**src/rtl/gpio_regblock_pkg.sv**
```systemverilog
package gpio_regblock_pkg;

    localparam int ADDR_W = 12;
    localparam int DATA_W = 32;

    typedef enum logic [3:0] {
        TGT_NONE,
        TGT_DATA,
        TGT_DIR,
        TGT_IMASK,
        TGT_RAW,
        TGT_MIS,
        TGT_ICLR,
        TGT_PULL,
        TGT_ANA,
        TGT_ID
    } tgt_e;

    localparam logic [ADDR_W-1:0] OFS_DIR         = 12'h400;
    localparam logic [ADDR_W-1:0] OFS_IMASK       = 12'h410;
    localparam logic [ADDR_W-1:0] OFS_RAW         = 12'h414;
    localparam logic [ADDR_W-1:0] OFS_MIS         = 12'h418;
    localparam logic [ADDR_W-1:0] OFS_ICLR        = 12'h41C;
    localparam logic [ADDR_W-1:0] OFS_PULL        = 12'h510;
    localparam logic [ADDR_W-1:0] OFS_ANA         = 12'h528;
    localparam logic [ADDR_W-1:0] RSV_LO_PLAIN    = 12'h424;
    localparam logic [ADDR_W-1:0] RSV_LO_EXT      = 12'h52C;
    localparam logic [ADDR_W-1:0] RSV_HI          = 12'hFCC;
    localparam logic [ADDR_W-1:0] OFS_ID_BASE     = 12'hFD0;

    function automatic logic [7:0] id_value(input logic ext, input logic [3:0] idx);
        return (ext ? 8'h90 : 8'h60) + {4'h0, idx};
    endfunction

endpackage

```
**src/rtl/gpio_regblock_decode.sv**
```systemverilog
module gpio_regblock_decode
    import gpio_regblock_pkg::*;
#(
    parameter bit EXTENDED = 1'b0
) (
    input  logic [ADDR_W-1:0] addr,
    input  logic              wr,
    output tgt_e              tgt,
    output logic              bad
);
    localparam logic [ADDR_W-1:0] RSV_LO = EXTENDED ? RSV_LO_EXT : RSV_LO_PLAIN;

    logic [ADDR_W-1:0] word;
    logic              unused_lsb;

    assign word       = {addr[ADDR_W-1:2], 2'b00};
    assign unused_lsb = ^addr[1:0];

    always_comb begin
        tgt = TGT_NONE;
        if (word < OFS_DIR) begin
            tgt = TGT_DATA;
        end else if (word >= RSV_LO && word <= RSV_HI) begin
            tgt = TGT_NONE;
        end else if (word >= OFS_ID_BASE) begin
            tgt = TGT_ID;
        end else begin
            case (word)
                OFS_DIR:   tgt = TGT_DIR;
                OFS_IMASK: tgt = TGT_IMASK;
                OFS_RAW:   tgt = TGT_RAW;
                OFS_MIS:   tgt = TGT_MIS;
                OFS_ICLR:  tgt = TGT_ICLR;
                OFS_PULL:  tgt = EXTENDED ? TGT_PULL : TGT_NONE;
                OFS_ANA:   tgt = EXTENDED ? TGT_ANA : TGT_NONE;
                default:   tgt = TGT_NONE;
            endcase
        end
        bad = (tgt == TGT_NONE)
            || (wr && (tgt == TGT_RAW || tgt == TGT_MIS || tgt == TGT_ID));
    end

endmodule

```
**src/rtl/gpio_regblock_irq.sv**
```systemverilog
module gpio_regblock_irq #(
    parameter int PIN_W = 8
) (
    input  logic             clk,
    input  logic             rst,
    input  logic [PIN_W-1:0] pin_in,
    input  logic [PIN_W-1:0] dir,
    input  logic [PIN_W-1:0] mask,
    input  logic             clr_en,
    input  logic [PIN_W-1:0] clr_bits,
    output logic [PIN_W-1:0] raw,
    output logic             irq
);
    typedef struct packed {
        logic [PIN_W-1:0] raw;
        logic [PIN_W-1:0] prev;
    } irq_state_t;

    irq_state_t       st_d, st_q;
    logic [PIN_W-1:0] rise;

    always_comb begin
        st_d      = st_q;
        rise      = pin_in & ~st_q.prev & ~dir;
        st_d.raw  = (st_q.raw & ~(clr_en ? clr_bits : '0)) | rise;
        st_d.prev = pin_in;
    end

    always_ff @(posedge clk) begin
        if (rst) st_q <= '0;
        else     st_q <= st_d;
    end

    assign raw = st_q.raw;
    assign irq = |(st_q.raw & mask);

    // a newly set status bit always belongs to a pin that was an input
    a_r10_no_edge_on_outputs: assert property (@(posedge clk) disable iff (rst)
        1'b1 |=> ((st_q.raw & ~$past(st_q.raw) & $past(dir)) == '0));

endmodule

```
**src/rtl/gpio_regblock.sv**
```systemverilog
module gpio_regblock
    import gpio_regblock_pkg::*;
#(
    parameter bit EXTENDED = 1'b0,
    parameter int PIN_W    = 8
) (
    input  logic              clk,
    input  logic              rst,
    input  logic              bus_sel,
    input  logic              bus_wr,
    input  logic [ADDR_W-1:0] bus_addr,
    input  logic [DATA_W-1:0] bus_wdata,
    output logic [DATA_W-1:0] bus_rdata,
    output logic              bus_err,
    input  logic [PIN_W-1:0]  gpio_in,
    output logic [PIN_W-1:0]  gpio_out,
    output logic [PIN_W-1:0]  gpio_oe,
    output logic [PIN_W-1:0]  gpio_pull,
    output logic [PIN_W-1:0]  gpio_ana,
    output logic              irq
);
    localparam logic [ADDR_W-1:0] RSV_LO = EXTENDED ? RSV_LO_EXT : RSV_LO_PLAIN;

    typedef struct packed {
        logic [PIN_W-1:0] data;
        logic [PIN_W-1:0] dir;
        logic [PIN_W-1:0] imask;
        logic [PIN_W-1:0] pull;
        logic [PIN_W-1:0] ana;
    } regs_t;

    regs_t             st_d, st_q;
    tgt_e              tgt;
    logic              bad;
    logic              wr_ok;
    logic              clr_en;
    logic [PIN_W-1:0]  amask;
    logic [PIN_W-1:0]  wbyte;
    logic [PIN_W-1:0]  pin_view;
    logic [PIN_W-1:0]  raw;
    logic [DATA_W-1:0] rd_word;
    logic              unused_wdata;

    assign unused_wdata = ^bus_wdata[DATA_W-1:PIN_W];

    gpio_regblock_decode #(.EXTENDED(EXTENDED)) u_decode (
        .addr (bus_addr),
        .wr   (bus_wr),
        .tgt  (tgt),
        .bad  (bad)
    );

    assign amask  = bus_addr[PIN_W+1:2];
    assign wbyte  = bus_wdata[PIN_W-1:0];
    assign wr_ok  = bus_sel && bus_wr && !bad;
    assign clr_en = wr_ok && (tgt == TGT_ICLR);

    always_comb begin
        st_d = st_q;
        if (wr_ok) begin
            case (tgt)
                TGT_DATA:  st_d.data  = (st_q.data & ~amask) | (wbyte & amask);
                TGT_DIR:   st_d.dir   = wbyte;
                TGT_IMASK: st_d.imask = wbyte;
                TGT_PULL:  st_d.pull  = wbyte;
                TGT_ANA:   st_d.ana   = wbyte;
                default:   ;
            endcase
        end
    end

    always_ff @(posedge clk) begin
        if (rst) st_q <= '0;
        else     st_q <= st_d;
    end

    gpio_regblock_irq #(.PIN_W(PIN_W)) u_irq (
        .clk      (clk),
        .rst      (rst),
        .pin_in   (gpio_in),
        .dir      (st_q.dir),
        .mask     (st_q.imask),
        .clr_en   (clr_en),
        .clr_bits (wbyte),
        .raw      (raw),
        .irq      (irq)
    );

    assign pin_view = (st_q.dir & st_q.data) | (~st_q.dir & gpio_in);

    always_comb begin
        rd_word = '0;
        case (tgt)
            TGT_DATA:  rd_word = DATA_W'(pin_view & amask);
            TGT_DIR:   rd_word = DATA_W'(st_q.dir);
            TGT_IMASK: rd_word = DATA_W'(st_q.imask);
            TGT_RAW:   rd_word = DATA_W'(raw);
            TGT_MIS:   rd_word = DATA_W'(raw & st_q.imask);
            TGT_PULL:  rd_word = DATA_W'(st_q.pull);
            TGT_ANA:   rd_word = DATA_W'(st_q.ana);
            TGT_ID:    rd_word = DATA_W'(id_value(EXTENDED, bus_addr[5:2] - 4'd4));
            default:   rd_word = '0;
        endcase
    end

    assign bus_rdata = (bus_sel && !bus_wr && !bad) ? rd_word : '0;
    assign bus_err   = bus_sel && bad;
    assign gpio_out  = st_q.data;
    assign gpio_oe   = st_q.dir;

    if (EXTENDED) begin : g_ext
        assign gpio_pull = st_q.pull;
        assign gpio_ana  = st_q.ana;
    end else begin : g_plain
        assign gpio_pull = '0;
        assign gpio_ana  = '0;
    end

    // any word in the reserved range is flagged
    a_r6_reserved_flags_err: assert property (@(posedge clk) disable iff (rst)
        (bus_sel && {bus_addr[ADDR_W-1:2], 2'b00} >= RSV_LO
                 && {bus_addr[ADDR_W-1:2], 2'b00} <= RSV_HI) |-> bus_err);

    // a flagged read returns zero
    a_r6_err_read_zero: assert property (@(posedge clk) disable iff (rst)
        (bus_sel && !bus_wr && bus_err) |-> (bus_rdata == '0));

    // a flagged write leaves all registers untouched
    a_r6_err_write_no_effect: assert property (@(posedge clk) disable iff (rst)
        (bus_sel && bus_wr && bus_err) |=> $stable(st_q));

    // masked data write keeps unselected bits
    a_r2_masked_write_keeps_bits: assert property (@(posedge clk) disable iff (rst)
        (bus_sel && bus_wr && bus_addr < OFS_DIR)
        |=> (((st_q.data ^ $past(st_q.data)) & ~$past(amask)) == '0));

    // error never without a selected access
    a_r8_err_only_when_selected: assert property (@(posedge clk) disable iff (rst)
        bus_err |-> bus_sel);

    // leaving reset, pins are inputs and the interrupt is quiet
    a_r4_reset_releases_clean: assert property (@(posedge clk) disable iff (rst)
        $fell(rst) |-> (gpio_oe == '0 && !irq));

endmodule

```
**config.mk**
```make
export PLATFORM = sky130hd
export DESIGN_NAME = gpio_regblock
export DESIGN_NICKNAME = d
export VERILOG_FILES = /design/src/rtl/gpio_regblock_pkg.sv /design/src/rtl/gpio_regblock_decode.sv /design/src/rtl/gpio_regblock_irq.sv /design/src/rtl/gpio_regblock.sv
export SDC_FILE = /design/constraint.sdc
export NUM_CORES = 1
export LEC_CHECK = 0
export BUFFER_PORTS_ARGS = -buffer_cell sky130_fd_sc_hd__buf_4
export CAP_MARGIN = 0
export CORE_AREA = 5 5 82 84
export CTS_CLUSTER_DIAMETER = 40
export CTS_CLUSTER_SIZE = 10
export DETAILED_ROUTE_END_ITERATION = 8
export DIE_AREA = 0 0 87 89
export PLACE_DENSITY_LB_ADDON = 0.1
export SYNTH_ARGS = -nofsm -noshare
export SYNTH_HDL_FRONTEND = slang
export SYNTH_SLANG_ARGS = --single-unit
```
**constraint.sdc**
```tcl
create_clock -name clk -period 2.41 [get_ports clk]
set_input_delay 0.241 -clock clk [delete_from_list [all_inputs] [get_ports clk]]
set_output_delay 0.241 -clock clk [all_outputs]
set_load 0.03 [all_outputs]
```
==> Word-level counts from Yosys, hierarchy flattened <==
Index checks and enable logic that the tools add are counted.
Widths: inputs -> output; s select.
{ "word_totals": {"register_bits": 56, "inputBits": 56, "output_inout_bits": 66, "word_cells": 71} }
{ "classes": {"n_addsub": 2, "order_cmp": 4, "eq_ne": 14, "n_mux": 7, "bitwise_logic": 17, "n_reduce_logical": 20} }
{ "ops": {"columns": ["operator", "n"], "rows": [
  ["$and 8x8->8", 10],
  ["$pmux 8 s8", 1],
  ["$eq 10x9->1 const B", 5],
  ["$mux 32", 1],
  ["$not 8->8", 4],
  ["$or 8x8->8", 3],
  ["$eq 4x3->1 const B", 4],
  ["$pmux 3 s5", 1],
  ["$ge 12x11->1 const B", 1],
  ["$ge 12x12->1 const B", 1],
  ["$le 12x12->1 const B", 1],
  ["$lt 12x11->1 const B", 1],
  ["$mux 4", 3],
  ["$reduce_and 2->1", 5],
  ["$add 7x4->8 const A", 1],
  ["$eq 4x2->1 const B", 2],
  ["$eq 4x4->1 const B", 2],
  ["$logic_and 1x1->1", 8],
  ["$mux 8", 1],
  ["$reduce_or 8->1", 1],
  ["$eq 4x1->1 const B", 1],
  ["$logic_not 4->1", 1],
  ["$sub 4x3->4 const B", 1],
  ["$logic_or 1x1->1", 3],
  ["$logic_not 1->1", 2]
]} }

==> Depth between registers and ports, before layout <==
Gate-level depths: netlist of the first run.
{ "depth": {"word_depth": 17, "depth_mapped": 8, "depth_no_buf": 7} }

==> By module <==
A second synthesis of the first run with hierarchy kept.
{ "hier_totals": {"cells_unflattened": 395, "hier_area_um2": 3462.1} }
{ "by_module_without_submodules": {"columns": ["module", "n_inst", "cells_each", "area_each_um2", "seq_area_each_um2"], "rows": [
  ["gpio_regblock", 1, 316, 2632.5, 800.8],
  ["gpio_regblock_irq", 1, 63, 698.2, 320.3],
  ["gpio_regblock_decode", 1, 16, 131.4, 0.0]
]} }

==> Worst setup path before layout of the first run <==
OpenSTA, ideal clock, no wires.
{ "synth_path": {"path_type": "in2out", "start": "in bus_addr[5]", "end": "out bus_rdata[0]", "t_arrival_ps": 2083, "required_time_ps": 2169, "path_slack_ps": 86, "cell_stages": 8, "n_path_buf": 2, "path_cell_list": "inv_1 ha_1 clkbuf_1 o2111ai_1 a22o_1 clkbuf_1 a211o_1 a31oi_1"} }
{ "synth_via": {"elab_chain_len": 13, "elab_cells_between_ends": 31, "classes_between": "4 x order compare; 13 x eq/ne; 6 x mux; 8 x reduce/logical"} }
{ "synth_lines": {"columns": ["element", "line_no", "source"], "rows": [
  ["from (decl)", "gpio_regblock.sv:11", "input logic [ADDR_W-1:0] bus_addr,"],
  ["parallel branches: the longest is 4 deep, another holds $ge 12x12->1", null, null],
  ["$mux 4 *", "gpio_regblock_decode.sv:21", "if (word < OFS_DIR) begin"],
  ["$eq 4x3->1", "gpio_regblock_decode.sv:40, gpio_regblock.sv:93", null],
  ["$logic_or 1x1->1 (2 in series)", "gpio_regblock_decode.sv:40", "|| (wr && (tgt == TGT_RAW || tgt == TGT_MIS || tgt == TGT_ID));"],
  ["$logic_and 1x1->1", "gpio_regblock_decode.sv:40", null],
  ["$logic_or 1x1->1", "gpio_regblock_decode.sv:40", null],
  ["$logic_not 1->1", "gpio_regblock.sv:106", "assign bus_rdata = (bus_sel && !bus_wr && !bad) ? rd_word : '0;"],
  ["$logic_and 1x1->1", "gpio_regblock.sv:106", null],
  ["$mux 32 *", "gpio_regblock.sv:106", null],
  ["to (decl)", "gpio_regblock.sv:13", "output logic [DATA_W-1:0] bus_rdata,"]
]} }
Mark *: on every way between the ends.

==> Worst setup path after layout of the first run <==
{ "layout_path": {"start": "in bus_addr[4]", "end": "out bus_rdata[3]"} }
{ "layout_via": {"elab_chain_len": 13, "elab_cells_between_ends": 33, "classes_between": "2 x add/sub; 4 x order compare; 13 x eq/ne; 6 x mux; 8 x reduce/logical"} }
{ "layout_lines": {"columns": ["element", "line_no"], "rows": [
  ["parallel branches: the longest is 12 deep, another holds $ge 12x12->1", null],
  ["$mux 32 *", "gpio_regblock.sv:106"]
]} }
Marked as above.

==> results of run 1 <==
## power groups by stage
stage,registers (µW),logic (µW),clock network [µW]
after floorplan,708,243,0
after global placement,712,276,0
after detailed placement,712,277,0
after CTS,697,278,620
after global routing,699,307,647
final,697,283,601
## worst max-delay path, stage by stage
cell and delay, ns:
buf_4 0.12, inv_1 0.08, ha_1 0.19, and2b_2 0.25, nand4_4 0.09, buf_4 0.19, a21oi_2 0.14, buf_4 0.19
nand3_1 0.10, a31oi_2 0.23, buf_4 0.19
## layout make-up
cell class / count / share of cell area [%]
Multi-Input combinational cell: 238 / 48.1
Sequential cell: 40 / 25.5
Timing Repair Buffer: 71 / 17.0
Clock buffer: 7 / 3.07
Tap cell: 75 / 2.99
Inverter: 20 / 2.39
Clock inverter: 1 / 0.956
## routing by layer
metal  track usage [%]  vias up
li1                  -     1144
met3              3.13       11
met2              29.4      109
met4              6.80        0
met5                 0        -
met1              25.6     1078
## stage by stage
step | hold WS (ns) | utilization (%) | power, µW | cells
2_1_floorplan | 0.377 | - | 951 | 366
3_3_place_gp | 0.403 | 51.2 | 987 | 444
3_5_place_dp | 0.408 | 51.2 | 989 | 444
4_1_cts | 0.180 | 53.3 | 1590 | 452
5_1_grt | 0.194 | 53.7 | 1650 | 452
6_report | 0.184 | 53.7 | 1580 | 452
## cells by family after synthesis
family                     after synthesis
and+or+nand+nor                        103
muxes                                   28
other                                    1
DFF                                     40
AOI/OAI and AO/OA                       61
buffers and inverters                   88
xor gates and xnor gates                 1
adders and majority gates                5
## synthesized netlist by cell type (all sizes together), types with 2 or more instances
library cell	number	area share (%)
buf	60	17
dfxtp	40	30
nor2	36	5.0
nand2	31	4.3
mux2i	28	10
inv	20	2.8
nand3	17	3.2
a31oi	13	3.0
a211o	9	2.9
clkbuf	8	1.1
o21ai	8	1.5
o41ai	8	2.6
a21oi	6	1.1
a22oi	5	1.4
ha	5	2.3
nand3b	4	1.1
a32oi	3	0.98
nand4	3	1.3
a2111oi	2	2.0
nand2b	2	0.47
nor2b	2	0.47
nor4b	2	0.65
o2111ai	2	0.65
## path summary, 6_finish.rpt
kind / from / end / depth (start not counted)
max reg2reg: u_irq.raw[3] / u_irq.raw[3] / 3
min: gpio_in[5] / u_irq.st_q[5] / 3
max: bus_addr[4] / bus_rdata[3] / 11
min reg2reg: u_irq.st_q[7] / u_irq.raw[7] / 1
## repair_timing
action / in CTS / in global routing
gates resized for setup: 0 / 6
setup endpoints to repair: 0 / 8
hold endpoints to repair: 0 / 0
## placed cells by master (no fill, tap or decap), types with 12 or more instances in the layout
cell	Yosys	routed
nand3_1	17	17
buf_4	56	71
nand2_1	31	31
inv_1	20	20
mux2i_1	28	28
dfxtp_1	40	40
a31oi_1	13	12
nor2_1	36	36
conb_1	1	40
==> results.yml, run 1 <==
global_routing:
  grt_pass1_vias: 2257
  grt-ovfl-total: 0
  grt_max_degree: 49
  grt_pass1_wl_um: 11300
  grtUsageTotal_pct: 18.6
  antenna_found_initial: 0
sta:
  layout_worst_path_cycle_share_pct: 93.9
  hold_viol_final: 0
  fin_skew_ns: 0.00234
  period_needed_ns: 2.26
  drv_slew: 0
  max_freq_mhz: 442
  setup-violations-final: 0
  setup_ws_ns: 0.148
  rsz0062_at_grt: "no"
  tns_ns: 0
  tightestPinTransition_ns: 0.525
  max-slew-margin-rel_pct: 64.9
detailed_routing:
  drt-met1-wl_um: 3040
  met2_length_um: 3260
  route.detailed.drc: 0
  wl_per_cell_um: 15.5
  first_pass_iters: 4
  drt_wl_total_um: 6980
  highest_layer: "met4"
  vias: 2342
  dr.first_iter.drc_count: 119
  route.met3.wl_um: 554
  via_per_inst: 5.18
  ant_nets: 0
floorplan:
  std_cell_rows: 28
  dieArea_um2: 7740
  die_h_um: 89
  core_um2: 5850
  initial_core_util_pct: 46.0
  fp.dieW_um: 87
  num_io_pins: 122
pwr:
  seqPwrFrac_pct: 44.1
  power_switching_uw: 450
  combPwrFrac_pct: 17.9
  p_per_area_nw_per_um2: 503
  clkPwrFrac_pct: 38.0
  irDropWorstVdd_mv: 0.306
  cellLeakagePower_uw: 0.00134
  internal-power_uw: 1130
  swShare_pct: 28.5
placement:
  dp_slack_ns: 0.0936
  portBuffers: 55
  dpl_cell_area_um2: 2990
  gp_congestion: 0.837
  dpl.hpwl_um: 5190
finish:
  syn2layout_area_growth_pct: 16.8
  seq_area_um2: 801
  layout-drive-gt1-share_pct: 24.9
  fill_cells: 581
  antenna_cells: 0
  final_nets: 437
  multiInputGateArea_um2: 1510
  fin_area_um2: 3140
logic_synthesis:
  synth_fa_ha_area_share_pct: 2.33
  synth_edf_count: 0
  yosysWarnings: 0
  synth_mux_area_share_pct: 10.4
  ys.flop_type: "dfxtp_1"
  yosysSeqAreaShare_pct: 29.8
  ys_ff_latch: 40
  synth-xor-area-share_pct: 0.326
  synthSimpleGateAreaFrac_pct: 18.8
  synth-compound-area-share_pct: 17.7
  yosysUniqueCellTypes: 41
  synth_top_family_by_area: "buffers and inverters"
  syn_area_per_cell_um2: 8.22
  syn_inst: 327
  netlist_area_um2: 2690
  async_flop_share_pct: 0
clock_network:
  clk_pin_slew_ns: 0.08
  cts_setup_buffers: 0
  numCtsBuffers: 5
  cts_root_buffer: "clkbuf_8"
  cts.htree.levels: 2
  clock_sinks: 40
  cts_tree: "done"
  insertion_delay_ns: 0.29
  cts_buffer_depth: 2
  cts_hold_buf: 0
setup_path:
  crit_type: "input pin to primary output"
  critPathRequiredTime_ns: 2.17
  cp-end-kind: "primary output"
  cp.arrival_ns: 2.02
  worst_setup_path_start_kind: "input pin"
  r2r_slack_ns: 1.58
  crit_fanout: 9
flow_run:
  drv_cap: 0
run_status:
  status: "finished, final reports clean"
min_path:
  hold_class: "input pin to flip-flop"
Note: power is estimated with default switching activity, not from simulation.
==> run 2, diff against run 1 <==
- CORE_AREA: 5 5 82 84 -> 5 5 94 74
- DIE_AREA: 0 0 87 89 -> 0 0 99 79
==> results.yml, run 2 (same netlist as run 1, synthesis figures left out) <==
flow_run:
  drv_cap: 0
pwr:
  combPwrFrac_pct: 17.9
  swShare_pct: 29.7
  power_switching_uw: 466
  p_per_area_nw_per_um2: 502
  cellLeakagePower_uw: 0.00133
  irDropWorstVdd_mv: 0.274
  seqPwrFrac_pct: 44.4
  fin_total_pwr_uw: 1570
  internal-power_uw: 1100
  clkPwrFrac_pct: 37.7
min_path:
  hold_class: "input pin to flip-flop"
setup_path:
  cp.arrival_ns: 2.07
  critPathRequiredTime_ns: 2.17
  slowest_delay_ns: 0.26
  worst_setup_path_start_kind: "input pin"
  cp_common_cell: "buf_4"
  crit_type: "input pin to primary output"
  critPathBufInv: 5
  slowest_stage: "and2b_1"
  crit_path_cell_trace: "buf_4, inv_1, ha_1, and2b_1, nand4_4, buf_4, a21oi_2, buf_4, nand3_1, a31oi_1, buf_4"
  crit_fanout: 9
  crit_family: "buffers and inverters"
  cp-end-kind: "primary output"
run_status:
  status: "finished, final reports clean"
finish:
  seq_area_um2: 801
  multiInputGateArea_um2: 1510
  final_cell_mix: "buf_4, dfxtp_1, conb_1"
  final_nets: 435
  antenna_cells: 0
  layout-drive-gt1-share_pct: 24.0
  final_common_cell: "buf_4"
  syn2layout_area_growth_pct: 16.2
  fill_cells: 624
clock_network:
  cts_buffer_depth: 2
  numCtsBuffers: 5
  insertion_delay_ns: 0.30
  cts.htree.levels: 2
  clock_sinks: 40
  clk_pin_slew_ns: 0.08
  cts_root_buffer: "clkbuf_8"
  cts_tree: "done"
sta:
  setup-violations-final: 0
  tightestPinTransition_ns: 0.555
  tns_ns: 0
  setup_ws_ns: 0.0954
  layout_worst_path_cycle_share_pct: 96.0
  drv_slew: 0
  hold_viol_final: 0
  max_freq_mhz: 432
  fin_skew_ns: 0.000812
  period_needed_ns: 2.31
  rsz0062_at_grt: "no"
  max-slew-margin-rel_pct: 62.9
detailed_routing:
  dr.first_iter.drc_count: 68
  wl_per_cell_um: 15.7
  first_pass_iters: 4
  ant_nets: 0
  route.detailed.drc: 0
  via_per_inst: 5.08
  vias: 2318
  drt_wl_total_um: 7160
placement:
  dpl.hpwl_um: 5210
  dp_slack_ns: 0.0336
  portBuffers: 55
  gp_congestion: 0.834
floorplan:
  initial_core_util_pct: 44.5
  core_um2: 6040
  fp.dieW_um: 99
  num_io_pins: 122
  std_cell_rows: 25
  dieArea_um2: 7820
  die_h_um: 79
global_routing:
  grt_pass1_wl_um: 11200
  antenna_found_initial: 0
  grtUsageTotal_pct: 18.0
  grt-ovfl-total: 0
  grt_pass1_vias: 2270
  grt_max_degree: 49
==> run 2: cell count changes in the layout (fill, tap and decap cells not counted), sizes merged <==
cell    previous run  this run
buf               71        69
clkbuf             7         6
clkinv             0         1
==> run 2: area by class of cell <==
cell class / count / share of cell area (%)
clock buffer: 6 / 2.64
clock inverter: 2 / 1.24
inverter: 20 / 2.40
multi-input combinational: 238 / 48.3
sequential: 40 / 25.6
tap: 81 / 3.24
timing repair buffer: 69 / 16.6
==> run 2: power by group through the flow <==
stage               Sequential, µW  Clock [µW]  Combinational (µW)
global placement               712           0                 275
floorplan                      708           0                 243
finish                         696         592                 281
CTS                            696         608                 277
global route                   699         628                 307
detailed placement             712           0                 277
==> run 2: path summary, 6_finish.rpt <==
check	start	to	slack, ns	cells past startpoint
setup reg to reg	gpio_oe[0]	u_irq.raw[0]	1.56	1
setup / recovery	bus_addr[4]	bus_rdata[2]	0.1	11
hold reg to reg	u_irq.st_q[3]	u_irq.raw[3]	0.42	1
hold / removal	gpio_in[2]	u_irq.st_q[2]	0.18	3
==> run 2: through the flow <==
step / hold slack (ns) / util (%) / instances / area, µm²
after CTS: 0.175 / 51.5 / 456 / 3110
final: 0.181 / 51.8 / 456 / 3120
after detailed placement: 0.410 / 49.5 / 448 / 2990
after global placement: 0.405 / 49.5 / 448 / 2990
after global routing: 0.176 / 51.8 / 456 / 3120
after floorplan: 0.377 / - / 366 / 2840
==> run 2: timing repair <==
action	CTS	global route
hold buffers	0	0
gates resized for setup	0	4
hold endpoints to repair	0	0
setup endpoints to repair	0	8
buffers inserted	0	0
==> run 2: routing by layer <==
layer / up-vias / GRT usage, % / wire length, µm
li1: 1143 / - / -
met1: 1091 / 24.3 / 3330
met2: 74 / 27.7 / 3310
met3: 10 / 4.30 / 437
met4: 0 / 7.37 / 84
met5: - / 0 / 0
==> run 2: tightest hold or removal path, delay by kind of cell <==
| kind | cells | cell delay, ns |
|---|---|---|
| buffers and inverters | 2 | 0.13 |
| AND/OR/NAND/NOR | 1 | 0.08 |
